[config.mk]
export PLATFORM = sky130hd
export DESIGN_NAME = i2c_tgt_rx_dma
export DESIGN_NICKNAME = d
export VERILOG_FILES = /design/src/rtl/i2c_tgt_rx_dma_pkg.sv /design/src/rtl/i2c_tgt_rx_dma_ctrl.sv /design/src/rtl/i2c_tgt_rx_dma_dp.sv /design/src/rtl/i2c_tgt_rx_dma_irq.sv /design/src/rtl/i2c_tgt_rx_dma.sv
export SDC_FILE = /design/constraint.sdc
export NUM_CORES = 1
export LEC_CHECK = 0
export ABC_CLOCK_PERIOD_IN_PS = 3800
export BUFFER_PORTS_ARGS = -buffer_cell sky130_fd_sc_hd__buf_2
export CORE_MARGIN = 8
export CORE_UTILIZATION = 50
export DETAILED_ROUTE_END_ITERATION = 6
export PLACE_DENSITY_LB_ADDON = 0.15
export SYNTH_ARGS = -nofsm -noshare
export SYNTH_HDL_FRONTEND = slang
export SYNTH_HIERARCHICAL = 1
export SYNTH_SLANG_ARGS = --single-unit
[constraint.sdc]
create_clock -name clk -period 3.8 [get_ports clk]
set_input_delay 0.76 -clock clk [delete_from_list [all_inputs] [get_ports clk]]
set_output_delay 0.76 -clock clk [all_outputs]
set_load 0.005 [all_outputs]
[src/rtl/i2c_tgt_rx_dma_pkg.sv]
package i2c_tgt_rx_dma_pkg;

  // strobes from control to datapath
  typedef struct packed {
    logic load;
    logic take;
    logic flush;
  } dpStrobe_t;

  typedef enum logic [1:0] {
    OWN_NONE = 2'd0,
    OWN_HOST = 2'd1,
    OWN_TGT  = 2'd2
  } lineOwner_t;

  typedef enum logic {
    RX_IDLE = 1'b0,
    RX_BUSY = 1'b1
  } rxState_t;

  // status bit positions
  localparam int ST_HIT  = 0;
  localparam int ST_STOP = 1;
  localparam int ST_RX   = 2;
  localparam int ST_DONE = 3;
  localparam int ST_OVF  = 4;
  localparam int ST_W    = 5;

endpackage

[src/rtl/i2c_tgt_rx_dma_ctrl.sv]
module i2c_tgt_rx_dma_ctrl
  import i2c_tgt_rx_dma_pkg::*;
#(
  parameter int ADDR7_W = 7
) (
  input  logic               clk,
  input  logic               rstN,
  input  logic [ADDR7_W-1:0] cfgTgtAddr,
  input  logic               cfgTgtEn,
  input  logic               cfgRxDmaEn,
  input  logic               evStart,
  input  logic [ADDR7_W-1:0] evAddr,
  input  logic               evRead,
  input  logic               evByte,
  input  logic               evStop,
  input  logic               clrWe,
  input  logic [ST_W-1:0]    clrData,
  input  logic               remainZero,
  output dpStrobe_t          strb,
  output logic [ST_W-1:0]    status
);

  rxState_t        state;
  logic            matchHit;
  logic            ovfEv;
  logic            doneEv;
  logic [ST_W-1:0] stNext;

  assign matchHit = evStart && (evAddr == cfgTgtAddr) && !evRead && cfgTgtEn && cfgRxDmaEn;
  assign ovfEv    = (state == RX_BUSY) && !evStart && evByte && remainZero;
  assign doneEv   = (state == RX_BUSY) && !evStart && evStop;

  always_comb begin
    strb.load  = matchHit;
    strb.take  = (state == RX_BUSY) && !evStart && evByte && !remainZero;
    strb.flush = doneEv;
  end

  // clear first, then set, so a fresh event is never lost
  always_comb begin
    stNext = status;
    if (clrWe) begin
      stNext = stNext & ~clrData;
      if (clrData[ST_DONE]) stNext[ST_DONE:0] = '0;
    end
    if (ovfEv)  stNext[ST_OVF] = 1'b1;
    if (doneEv) stNext[ST_DONE:0] = '1;
  end

  always_ff @(posedge clk) begin
    if (!rstN) begin
      state  <= RX_IDLE;
      status <= '0;
    end else begin
      status <= stNext;
      if (matchHit)       state <= RX_BUSY;
      else if (evStart)   state <= RX_IDLE;
      else if (evStop)    state <= RX_IDLE;
    end
  end

  AST_STOP_SETS_GROUP: assert property (@(posedge clk) disable iff (!rstN)
    (state == RX_BUSY && evStop && !evStart) |=> (status[ST_DONE:0] == 4'hF));

  AST_MISMATCH_QUIET: assert property (@(posedge clk) disable iff (!rstN)
    (evStart && !matchHit && !clrWe) |=> $stable(status));

  AST_OVF_FLAG: assert property (@(posedge clk) disable iff (!rstN)
    (state == RX_BUSY && evByte && !evStart && remainZero) |=> status[ST_OVF]);

  AST_DONE_CLEARS: assert property (@(posedge clk) disable iff (!rstN)
    (clrWe && clrData[ST_DONE] && !evStop && !evByte) |=> (status[ST_DONE:0] == '0));

endmodule

[src/rtl/i2c_tgt_rx_dma_dp.sv]
module i2c_tgt_rx_dma_dp
  import i2c_tgt_rx_dma_pkg::*;
#(
  parameter int AW      = 16,
  parameter int BUF_MAX = 4096,
  parameter int LEN_W   = $clog2(BUF_MAX + 1)
) (
  input  logic             clk,
  input  logic             rstN,
  input  dpStrobe_t        strb,
  input  logic [AW-1:0]    bufBase,
  input  logic [LEN_W-1:0] bufLen,
  input  logic [7:0]       rxByte,
  output logic             remainZero,
  output logic             memWe,
  output logic [AW-1:0]    memAddr,
  output logic [31:0]      memData,
  output logic [3:0]       memBe,
  output logic [LEN_W-1:0] rxLen,
  output logic [AW-1:0]    dmaAddr,
  output logic [LEN_W-1:0] dmaRemain
);

  localparam int LANES = 4;
  localparam int LANE_W = $clog2(LANES);

  logic [31:0]       wordBuf;
  logic [31:0]       mergedWord;
  logic [LANE_W-1:0] lane;
  logic [LANES-1:0]  partialBe;
  logic [LEN_W-1:0]  clampLen;
  logic [AW-1:0]     wordAddr;

  assign lane       = dmaAddr[LANE_W-1:0];
  assign wordAddr   = {dmaAddr[AW-1:LANE_W], {LANE_W{1'b0}}};
  assign remainZero = (dmaRemain == '0);
  assign clampLen   = (bufLen > LEN_W'(BUF_MAX)) ? LEN_W'(BUF_MAX) : bufLen;

  for (genvar g = 0; g < LANES; g++) begin : g_be
    assign partialBe[g] = (lane > LANE_W'(g));
  end

  always_comb begin
    mergedWord = wordBuf;
    mergedWord[lane*8 +: 8] = rxByte;
  end

  always_ff @(posedge clk) begin
    if (!rstN) begin
      wordBuf   <= '0;
      rxLen     <= '0;
      dmaAddr   <= '0;
      dmaRemain <= '0;
      memWe     <= 1'b0;
      memAddr   <= '0;
      memData   <= '0;
      memBe     <= '0;
    end else begin
      memWe <= 1'b0;
      if (strb.load) begin
        wordBuf   <= '0;
        rxLen     <= '0;
        dmaAddr   <= {bufBase[AW-1:LANE_W], {LANE_W{1'b0}}};
        dmaRemain <= clampLen;
      end else if (strb.take) begin
        rxLen     <= rxLen + 1'b1;
        dmaAddr   <= dmaAddr + 1'b1;
        dmaRemain <= dmaRemain - 1'b1;
        if (lane == LANE_W'(LANES - 1)) begin
          memWe   <= 1'b1;
          memAddr <= wordAddr;
          memData <= mergedWord;
          memBe   <= '1;
          wordBuf <= '0;
        end else begin
          wordBuf <= mergedWord;
        end
      end else if (strb.flush) begin
        if (lane != '0) begin
          memWe   <= 1'b1;
          memAddr <= wordAddr;
          memData <= wordBuf;
          memBe   <= partialBe;
        end
        wordBuf <= '0;
      end
    end
  end

  AST_LOAD_ZERO_LEN: assert property (@(posedge clk) disable iff (!rstN)
    strb.load |=> (rxLen == '0));

  AST_TAKE_ADVANCE: assert property (@(posedge clk) disable iff (!rstN)
    (strb.take && !strb.load) |=> (dmaRemain == $past(dmaRemain) - 1'b1)
                                 && (rxLen == $past(rxLen) + 1'b1));

  AST_NO_OVERFLOW: assert property (@(posedge clk) disable iff (!rstN)
    strb.take |-> !remainZero);

  AST_WORD_ALIGNED: assert property (@(posedge clk) disable iff (!rstN)
    memWe |-> (memAddr[LANE_W-1:0] == '0));

endmodule

[src/rtl/i2c_tgt_rx_dma_irq.sv]
module i2c_tgt_rx_dma_irq
  import i2c_tgt_rx_dma_pkg::*;
(
  input  logic clk,
  input  logic rstN,
  input  logic hostReq,
  input  logic tgtReq,
  output logic irqOut
);

  lineOwner_t owner;

  always_ff @(posedge clk) begin
    if (!rstN) begin
      owner <= OWN_NONE;
    end else begin
      unique case (owner)
        OWN_NONE: begin
          if (hostReq)     owner <= OWN_HOST;
          else if (tgtReq) owner <= OWN_TGT;
        end
        OWN_HOST: if (!hostReq) owner <= OWN_NONE;
        OWN_TGT:  if (!tgtReq)  owner <= OWN_NONE;
        default:  owner <= OWN_NONE;
      endcase
    end
  end

  assign irqOut = (owner != OWN_NONE);

  AST_HOST_TO_TGT_GAP: assert property (@(posedge clk) disable iff (!rstN)
    (owner == OWN_HOST) |=> (owner != OWN_TGT));

  AST_TGT_TO_HOST_GAP: assert property (@(posedge clk) disable iff (!rstN)
    (owner == OWN_TGT) |=> (owner != OWN_HOST));

  AST_TGT_HOLDS: assert property (@(posedge clk) disable iff (!rstN)
    (owner == OWN_TGT && tgtReq) |=> irqOut);

endmodule

[src/rtl/i2c_tgt_rx_dma.sv]
module i2c_tgt_rx_dma
  import i2c_tgt_rx_dma_pkg::*;
#(
  parameter int AW      = 16,
  parameter int BUF_MAX = 4096,
  localparam int LEN_W  = $clog2(BUF_MAX + 1)
) (
  input  logic             clk,
  input  logic             rstN,
  input  logic [6:0]       cfgTgtAddr,
  input  logic             cfgTgtEn,
  input  logic             cfgRxDmaEn,
  input  logic [AW-1:0]    cfgBufBase,
  input  logic [LEN_W-1:0] cfgBufLen,
  input  logic [4:0]       cfgIrqEn,
  input  logic             evStart,
  input  logic [6:0]       evAddr,
  input  logic             evRead,
  input  logic             evByte,
  input  logic [7:0]       evData,
  input  logic             evStop,
  input  logic             clrWe,
  input  logic [4:0]       clrData,
  input  logic             hostIrqReq,
  output logic             memWe,
  output logic [AW-1:0]    memAddr,
  output logic [31:0]      memData,
  output logic [3:0]       memBe,
  output logic [LEN_W-1:0] rxLen,
  output logic [AW-1:0]    dmaAddr,
  output logic [LEN_W-1:0] dmaRemain,
  output logic [4:0]       status,
  output logic             irqOut
);

  dpStrobe_t strb;
  logic      remainZero;
  logic      tgtReq;

  i2c_tgt_rx_dma_ctrl #(.ADDR7_W(7)) u_ctrl (
    .clk(clk), .rstN(rstN),
    .cfgTgtAddr(cfgTgtAddr), .cfgTgtEn(cfgTgtEn), .cfgRxDmaEn(cfgRxDmaEn),
    .evStart(evStart), .evAddr(evAddr), .evRead(evRead),
    .evByte(evByte), .evStop(evStop),
    .clrWe(clrWe), .clrData(clrData),
    .remainZero(remainZero), .strb(strb), .status(status)
  );

  i2c_tgt_rx_dma_dp #(.AW(AW), .BUF_MAX(BUF_MAX), .LEN_W(LEN_W)) u_dp (
    .clk(clk), .rstN(rstN), .strb(strb),
    .bufBase(cfgBufBase), .bufLen(cfgBufLen), .rxByte(evData),
    .remainZero(remainZero),
    .memWe(memWe), .memAddr(memAddr), .memData(memData), .memBe(memBe),
    .rxLen(rxLen), .dmaAddr(dmaAddr), .dmaRemain(dmaRemain)
  );

  assign tgtReq = |(status & cfgIrqEn);

  i2c_tgt_rx_dma_irq u_irq (
    .clk(clk), .rstN(rstN),
    .hostReq(hostIrqReq), .tgtReq(tgtReq), .irqOut(irqOut)
  );

endmodule

==> impl_metrics.csv, run 1 <==
group,metric,value,unit
hold_path,hold_class,"flip-flop to flip-flop",
sta,max_freq,311,MHz
route,drt_wl_total,17200,um
route,routedWlPerCell,17.2,um
logic_synthesis,synth_top_family_by_area,"simple AND/OR/NAND/NOR gates",
sta,tightest_slew,1.21,ns
die,rows,40,
grt,grt_pass1_wl,27700,um
critical_path,crit_path_max_incr_delay,0.96,ns
cts,root_buffer,"clkbuf_16",
final_layout,nets,921,
critical_path,path_common_cell,"buf_4",
cts,clk_pin_slew,0.06,ns
logic_synthesis,syn_area,6100,sq um
final_layout,utilization,63.9,%
sta,finalClockSkew,0.0126,ns
critical_path,slowest_stage,"nor4_1",
grt,antenna_found_initial,0,
route,vias_per_cell,5.72,
final_layout,antenna_cells,0,
run,maxCapViolations,0,
die,io_pins,172,
pwr,leakagePower,3.26,nW
cts,cts.sink_count,133,
pwr,p_sw,0.644,mW
pwr,seqPwrFrac,44.2,%
grt,grt_start_max_net_pins,50,
route,drc_errors,0,
pwr,internal-power,2.52,mW
logic_synthesis,synth.top_cell.area_share,43.7,%
cts,cts_tree,"done",
logic_synthesis,yosys.area_share.adder,2.05,%
critical_path,critPathArrivalTime,3.54,ns
route,antenna_left,0,
logic_synthesis,synth_edf_count,0,
cts,hold_buffers,0,
sta,hold_viol_final,0,
logic_synthesis,ys_warn_count,6,
sta,relSlewSlack,18.3,%
die,die_area,16000,sq um
critical_path,critPathMaxFanout,26,
logic_synthesis,ys_types,63,
cts,post_cts_resized,0,
logic_synthesis,netlist_top_cells_count,"dfxtp_1, nor2_1, nand2_1",
logic_synthesis,synth_ff_type,"dfxtp_1",
sta,fin_crit_sh,84.6,%
placed_design,io_buffers,167,
logic_synthesis,yosysTopAreaCell,"dfxtp_1",
logic_synthesis,synth_compound_area_share,19.5,%
cts,postCtsSetupBuffers,0,
logic_synthesis,yosys-top-cells-area,"dfxtp_1, nor2_1, a22oi_1",
final_layout,drive_gt1_share,26.3,%
logic_synthesis,async_flop_share,0,%
logic_synthesis,synthMuxAreaShare,1.64,%
die,core-area,12000,sq um
sta,holdWs,0.426,ns
route,drt_iter0_markers,585,
grt,grt_overflow,0,
pwr,comb_power_share,3.3,%
final_layout,area_growth,25.3,%
logic_synthesis,avgSynthCellArea,8.89,sq um
cts,cts_buffers,17,
die,die_x,126,um
pwr,switching_share,20.4,%
cts,worstSkewPairLatency,0.42,ns
sta,drv_slew,0,
die,die_h,126,um
sta,fin_setup_tns,0,ns
critical_path,crit_type,"flip-flop to flip-flop",
sta,period_needed,3.22,ns
logic_synthesis,ys_ff_latch,133,
pwr,clockPowerShare,52.5,%
placed_design,dpl.hpwl,12300,um
pwr,p_per_area,414,nW/um^2
route,dr.pass1.iters,6,
grt,grt_usage,21.1,%
critical_path,cp-start-kind,"flip-flop",
critical_path,end_kind,"flip-flop",
logic_synthesis,syn_inst,686,
route,via_count,5723,
sta,rsz0062_at_grt,"no",
pwr,ir_drop,0.324,mV
sta,setup_viol,0,
grt,grt_pass1_vias,5525,
critical_path,crit_chain,"inv_1 > ha_1 > nor4b_1 > buf_4 > nor2_4 > buf_4 > nand2_2 > nor4_1 > a221oi_1 > nor3b_1",
logic_synthesis,synthSimpleGateAreaFrac,23.6,%
die,start_util,51.0,%
logic_synthesis,synth_xor_area_share,5.46,%
critical_path,required,4.13,ns
logic_synthesis,seq_area_frac_synth,43.7,%
placed_design,finalWeightedCongestion,0.838,
logic_synthesis,yosysMostFrequentCell,"dfxtp_1",
cts,cts_buffer_depth,2,
cts,htreeDepth,4,
outcome,status,"finished clean",
cells by family after synthesis:
group,count (synthesis)
AND/OR/NAND/NOR,273
flip-flops,133
adder cells (fa/ha/maj),10
AO/OA/AOI/OAI,166
buffers and inverters,55
XOR/XNOR,38
multiplexers,10
other,1
area by class of cell:
| class | instances | area, sq um |
|---|---|---|
| Clock buffer | 22 | 474 |
| Clock inverter | 10 | 128 |
| Fill cell | 1041 | 4320 |
| Inverter | 9 | 33.8 |
| Multi-Input combinational cell | 499 | 3210 |
| Sequential cell | 133 | 2660 |
| Tap cell | 147 | 184 |
| Timing Repair Buffer | 180 | 946 |
final timing paths:
check / start / end / slack, ns / depth (start not counted)
worst max-delay path: u_dp/dmaRemain[0] / u_dp/memData[6] / 0.58 / 10
worst min register to register: u_irq/owner[0] / u_irq/owner[1] / 0.43 / 1
worst min-delay path: u_irq/owner[0] / u_irq/owner[1] / 0.43 / 1
worst max register to register: u_dp/dmaRemain[0] / u_dp/memData[6] / 0.58 / 10
placed cells by master, fill, tap and decap left out, types with 5 or more instances in the layout:
| cell type | n |
|---|---|
| nor4_1 | 7 |
| clkbuf_16 | 17 |
| a22o_1 | 11 |
| dfxtp_1 | 133 |
| and2_1 | 7 |
| or4_1 | 5 |
| a21boi_0 | 19 |
| clkinv_2 | 6 |
| xor2_1 | 20 |
| a22oi_1 | 33 |
| buf_4 | 12 |
| and3_1 | 9 |
| nor2_1 | 79 |
| mux2i_1 | 10 |
| nand4_1 | 11 |
| nand2_1 | 62 |
| inv_1 | 8 |
| o22ai_1 | 7 |
| a21oi_1 | 16 |
| nor3b_1 | 26 |
| o21ai_0 | 28 |
| nand3_1 | 20 |
| nor2b_1 | 9 |
| ha_1 | 10 |
| xnor2_1 | 18 |
| a221oi_1 | 24 |
| nor3_1 | 9 |
| buf_2 | 167 |
registers in the layout, indices dropped and copies added (netlist names):
| name | cells |
|---|---|
| u_dp/memAddr | 14 |
| u_dp/dmaAddr | 16 |
| u_dp/dmaRemain | 13 |
| u_dp/wordBuf | 32 |
| u_ctrl/status | 5 |
| u_irq/owner | 2 |
| u_dp/memWe | 1 |
| u_dp/rxLen | 13 |
| u_dp/memBe | 4 |
| u_dp/memData | 32 |
| u_ctrl/state | 1 |
critical path, delay by kind of cell, from the launching register on:
family,cells,cell delay (ns)
AO/OA/AOI/OAI,1,0.21
AND/OR/NAND/NOR,5,1.65
adder cells (fa/ha/maj),1,0.21
buffers and inverters,3,0.59
flip-flops,1,0.47
per-stage QoR:
step | area (sq um) | worst slack (ns) | instances | total power, mW
global route | 7640 | 0.310 | 1000 | 3.26
CTS | 7640 | 0.623 | 1000 | 3.19
floorplan | 6100 | 0.730 | 687 | 1.47
global placement | 7040 | 0.538 | 968 | 1.53
finish | 7640 | 0.584 | 1000 | 3.16
detailed placement | 7040 | 0.458 | 968 | 1.53
metal layers:
| layer | part of all wire [%] | routed length [um] | global-route usage [%] | vias up |
|---|---|---|---|---|
| met5 | 0 | 0 | 0 | - |
| met3 | 7.8 | 1340 | 5.91 | 15 |
| met2 | 47 | 8050 | 34.5 | 214 |
| met4 | 1.3 | 217 | 6.94 | 0 |
| li1 | - | - | - | 2791 |
| met1 | 44 | 7630 | 26.1 | 2703 |
power groups by stage:
| stage | sequential [mW] | combinational [mW] | clock, mW |
|---|---|---|---|
| 3_3_place_gp | 1.43 | 0.102 | 0 |
| 6_report | 1.40 | 0.105 | 1.66 |
| 5_1_grt | 1.40 | 0.113 | 1.75 |
| 4_1_cts | 1.40 | 0.104 | 1.69 |
| 3_5_place_dp | 1.43 | 0.104 | 0 |
| 2_1_floorplan | 1.43 | 0.0422 | 0 |
Power figures use the tool's default switching activity.
==> run 2: changes to the inputs <==
- ABC_CLOCK_PERIOD_IN_PS: 3800 -> 3000
- clock period: 3.8 -> 3 ns (I/O delays scaled with it)
==> run 2 against run 1 <==
Non-clock buffer count grew 11. Worst setup slack got worse by 0.34 ns. Critical path depth stayed put.
==> impl_metrics.csv, run 2 (synthesis gave the netlist of run 1 again) <==
group,metric,value,unit
route,route.met2.wl,8340,um
sta,rsz0062_at_grt,"no",
final_layout,fin_area,7820,sq um
hold_path,holdPathEnd,"u_dp/dmaRemain[7]",
grt,grt_start_max_net_pins,50,
final_layout,drive_gt1_share,27.8,%
sta,relSlewSlack,50.2,%
sta,finalClockSkew,0.00985,ns
cts,cts_tree,"done",
sta,tightest_slew,0.740,ns
grt,antenna_found_initial,0,
die,die_x,126,um
final_layout,layout_common_cells,"buf_2, dfxtp_1, nor2_1",
final_layout,area_growth,28.3,%
critical_path,cp-start-kind,"flip-flop",
cts,root_buffer,"clkbuf_16",
placed_design,placed_area,7170,sq um
run,maxCapViolations,0,
route,drt_wl_total,17400,um
route,antenna_left,0,
final_layout,final_common_cell,"buf_2",
hold_path,hold_class,"primary input to flip-flop",
sta,drv_slew,0,
critical_path,critPathArrivalTime,3.03,ns
grt,grt_pass1_vias,5516,
critical_path,reg2reg_to,"u_dp/memData[31]",
cts,worstSkewPairLatency,0.41,ns
cts,clk_pin_slew,0.05,ns
route,dr.pass1.iters,5,
sta,fin_setup_tns,0,ns
critical_path,reg2reg_setup_slack,0.25,ns
sta,fin_crit_sh,91.8,%
route,vias_per_cell,5.78,
sta,setup_viol,0,
critical_path,end_kind,"flip-flop",
die,core-area,12000,sq um
critical_path,r2r_cells,10,
grt,grt_overflow,0,
final_layout,antenna_cells,0,
cts,postCtsSetupBuffers,0,
route,wl_met1,7570,um
placed_design,finalWeightedCongestion,0.863,
pwr,p_per_area,528,nW/um^2
sta,max_freq,363,MHz
placed_design,dpl.hpwl,12400,um
placed_design,io_buffers,167,
critical_path,critPathMaxFanout,38,
route,routedWlPerCell,17.3,um
route,drc_errors,0,
cts,cts_buffers,17,
critical_path,cp_top_family,"simple AND/OR/NAND/NOR gates",
critical_path,crit_path_max_incr_delay,0.43,ns
sta,period_needed,2.75,ns
die,die_area,16000,sq um
outcome,status,"finished clean",
cts,hold_buffers,0,
final_layout,largestRegisters,"u_dp/memData x32, u_dp/wordBuf x32, u_dp/dmaAddr x16",
final_layout,nets,932,
hold_path,hp-start,"cfgBufLen[7]",
critical_path,required,3.28,ns
sta,hold_viol_final,0,
route,via_count,5833,
cts,cts_buffer_depth,2,
route,drt_iter0_markers,532,
critical_path,crit_type,"flip-flop to flip-flop",
pwr,ir_drop,0.393,mV
critical_path,critPathBufInv,2,
sta,holdWs,0.415,ns
die,rows,40,
die,die_h,126,um
die,io_pins,172,
cts,htreeDepth,4,
route,route.met3.wl,1350,um
pwr,leakagePower,3.35,nW
grt,grt_usage,21.3,%
grt,grt_pass1_wl,27900,um
critical_path,crit_chain,"nor4_2 > nand3b_1 > nor4b_1 > buf_4 > nor2_4 > or3b_1 > a21o_1 > buf_12 > a221oi_1 > nor3b_1",
cts,cts.sink_count,133,
hold_path,min_path_cells,2,
critical_path,slowest_stage,"or3b_1",
critical_path,r2r_start,"u_dp/dmaRemain[6]",
die,start_util,51.0,%
route,top_layer,"met4",
-- run 2: cell count changes in the layout (fill, tap and decap cells not counted) --
cell,delta
nor4_1,-3
nor4_2,+3
clkbuf_8,+2
bufinv_16,+1
clkinv_2,-2
nor2b_2,+1
buf_4,+8
nor2b_1,-1
buf_12,+3
clkbuf_1,-2
-- run 2: layout make-up --
cell class	count	area, sq um
repair buffers	191	1070
flip-flops and latches	133	2660
well taps	147	184
inverters	9	33.8
clock inverters	9	148
multi-input cells	499	3230
fillers	1013	4140
clock buffers	22	494
-- run 2: through the flow --
| step | std cells | setup WS (ns) | util (%) | power [mW] |
|---|---|---|---|---|
| CTS | 1010 | 0.0401 | 65.3 | 4.16 |
| global route | 1010 | 0.00139 | 65.4 | 4.25 |
| finish | 1010 | 0.247 | 65.4 | 4.13 |
| floorplan | 687 | 0.0842 | - | 1.86 |
| global placement | 979 | 0.0425 | 59.9 | 1.94 |
| detailed placement | 979 | 0.0356 | 59.9 | 1.94 |
-- run 2: report_power, final --
part / total [mW] / internal [mW] / switching [mW]
clock network: 2.22 / 1.49 / 0.732
logic: 0.135 / 0.0595 / 0.0757
registers: 1.77 / 1.77 / 0.000891
total: 4.13 / 3.32 / 0.809
-- run 2: worst max-delay path by stage --
stage,start,to,slack [ns],cells after the start
2_1_floorplan,u_dp/dmaRemain[6],u_dp/memData[0],0.08,11
3_3_place_gp,evStart,u_dp/memData[0],0.04,9
3_5_place_dp,evStart,u_dp/memData[0],0.04,9
4_1_cts,u_dp/dmaRemain[0],u_dp/memData[0],0.04,10
5_1_grt,u_dp/dmaRemain[6],u_dp/memData[31],0.001,10
6_report,u_dp/dmaRemain[6],u_dp/memData[31],0.25,10
-- run 2: repair_timing --
item,CTS,global route
resized for setup,0,3
hold endpoints to repair,0,0
setup endpoints to repair,0,34
-- run 2: layer usage --
layer	global-route usage (%)	vias up
li1	-	2818
met1	25.9	2780
met2	34.7	221
met3	6.45	14
met4	7.86	0
met5	0	-
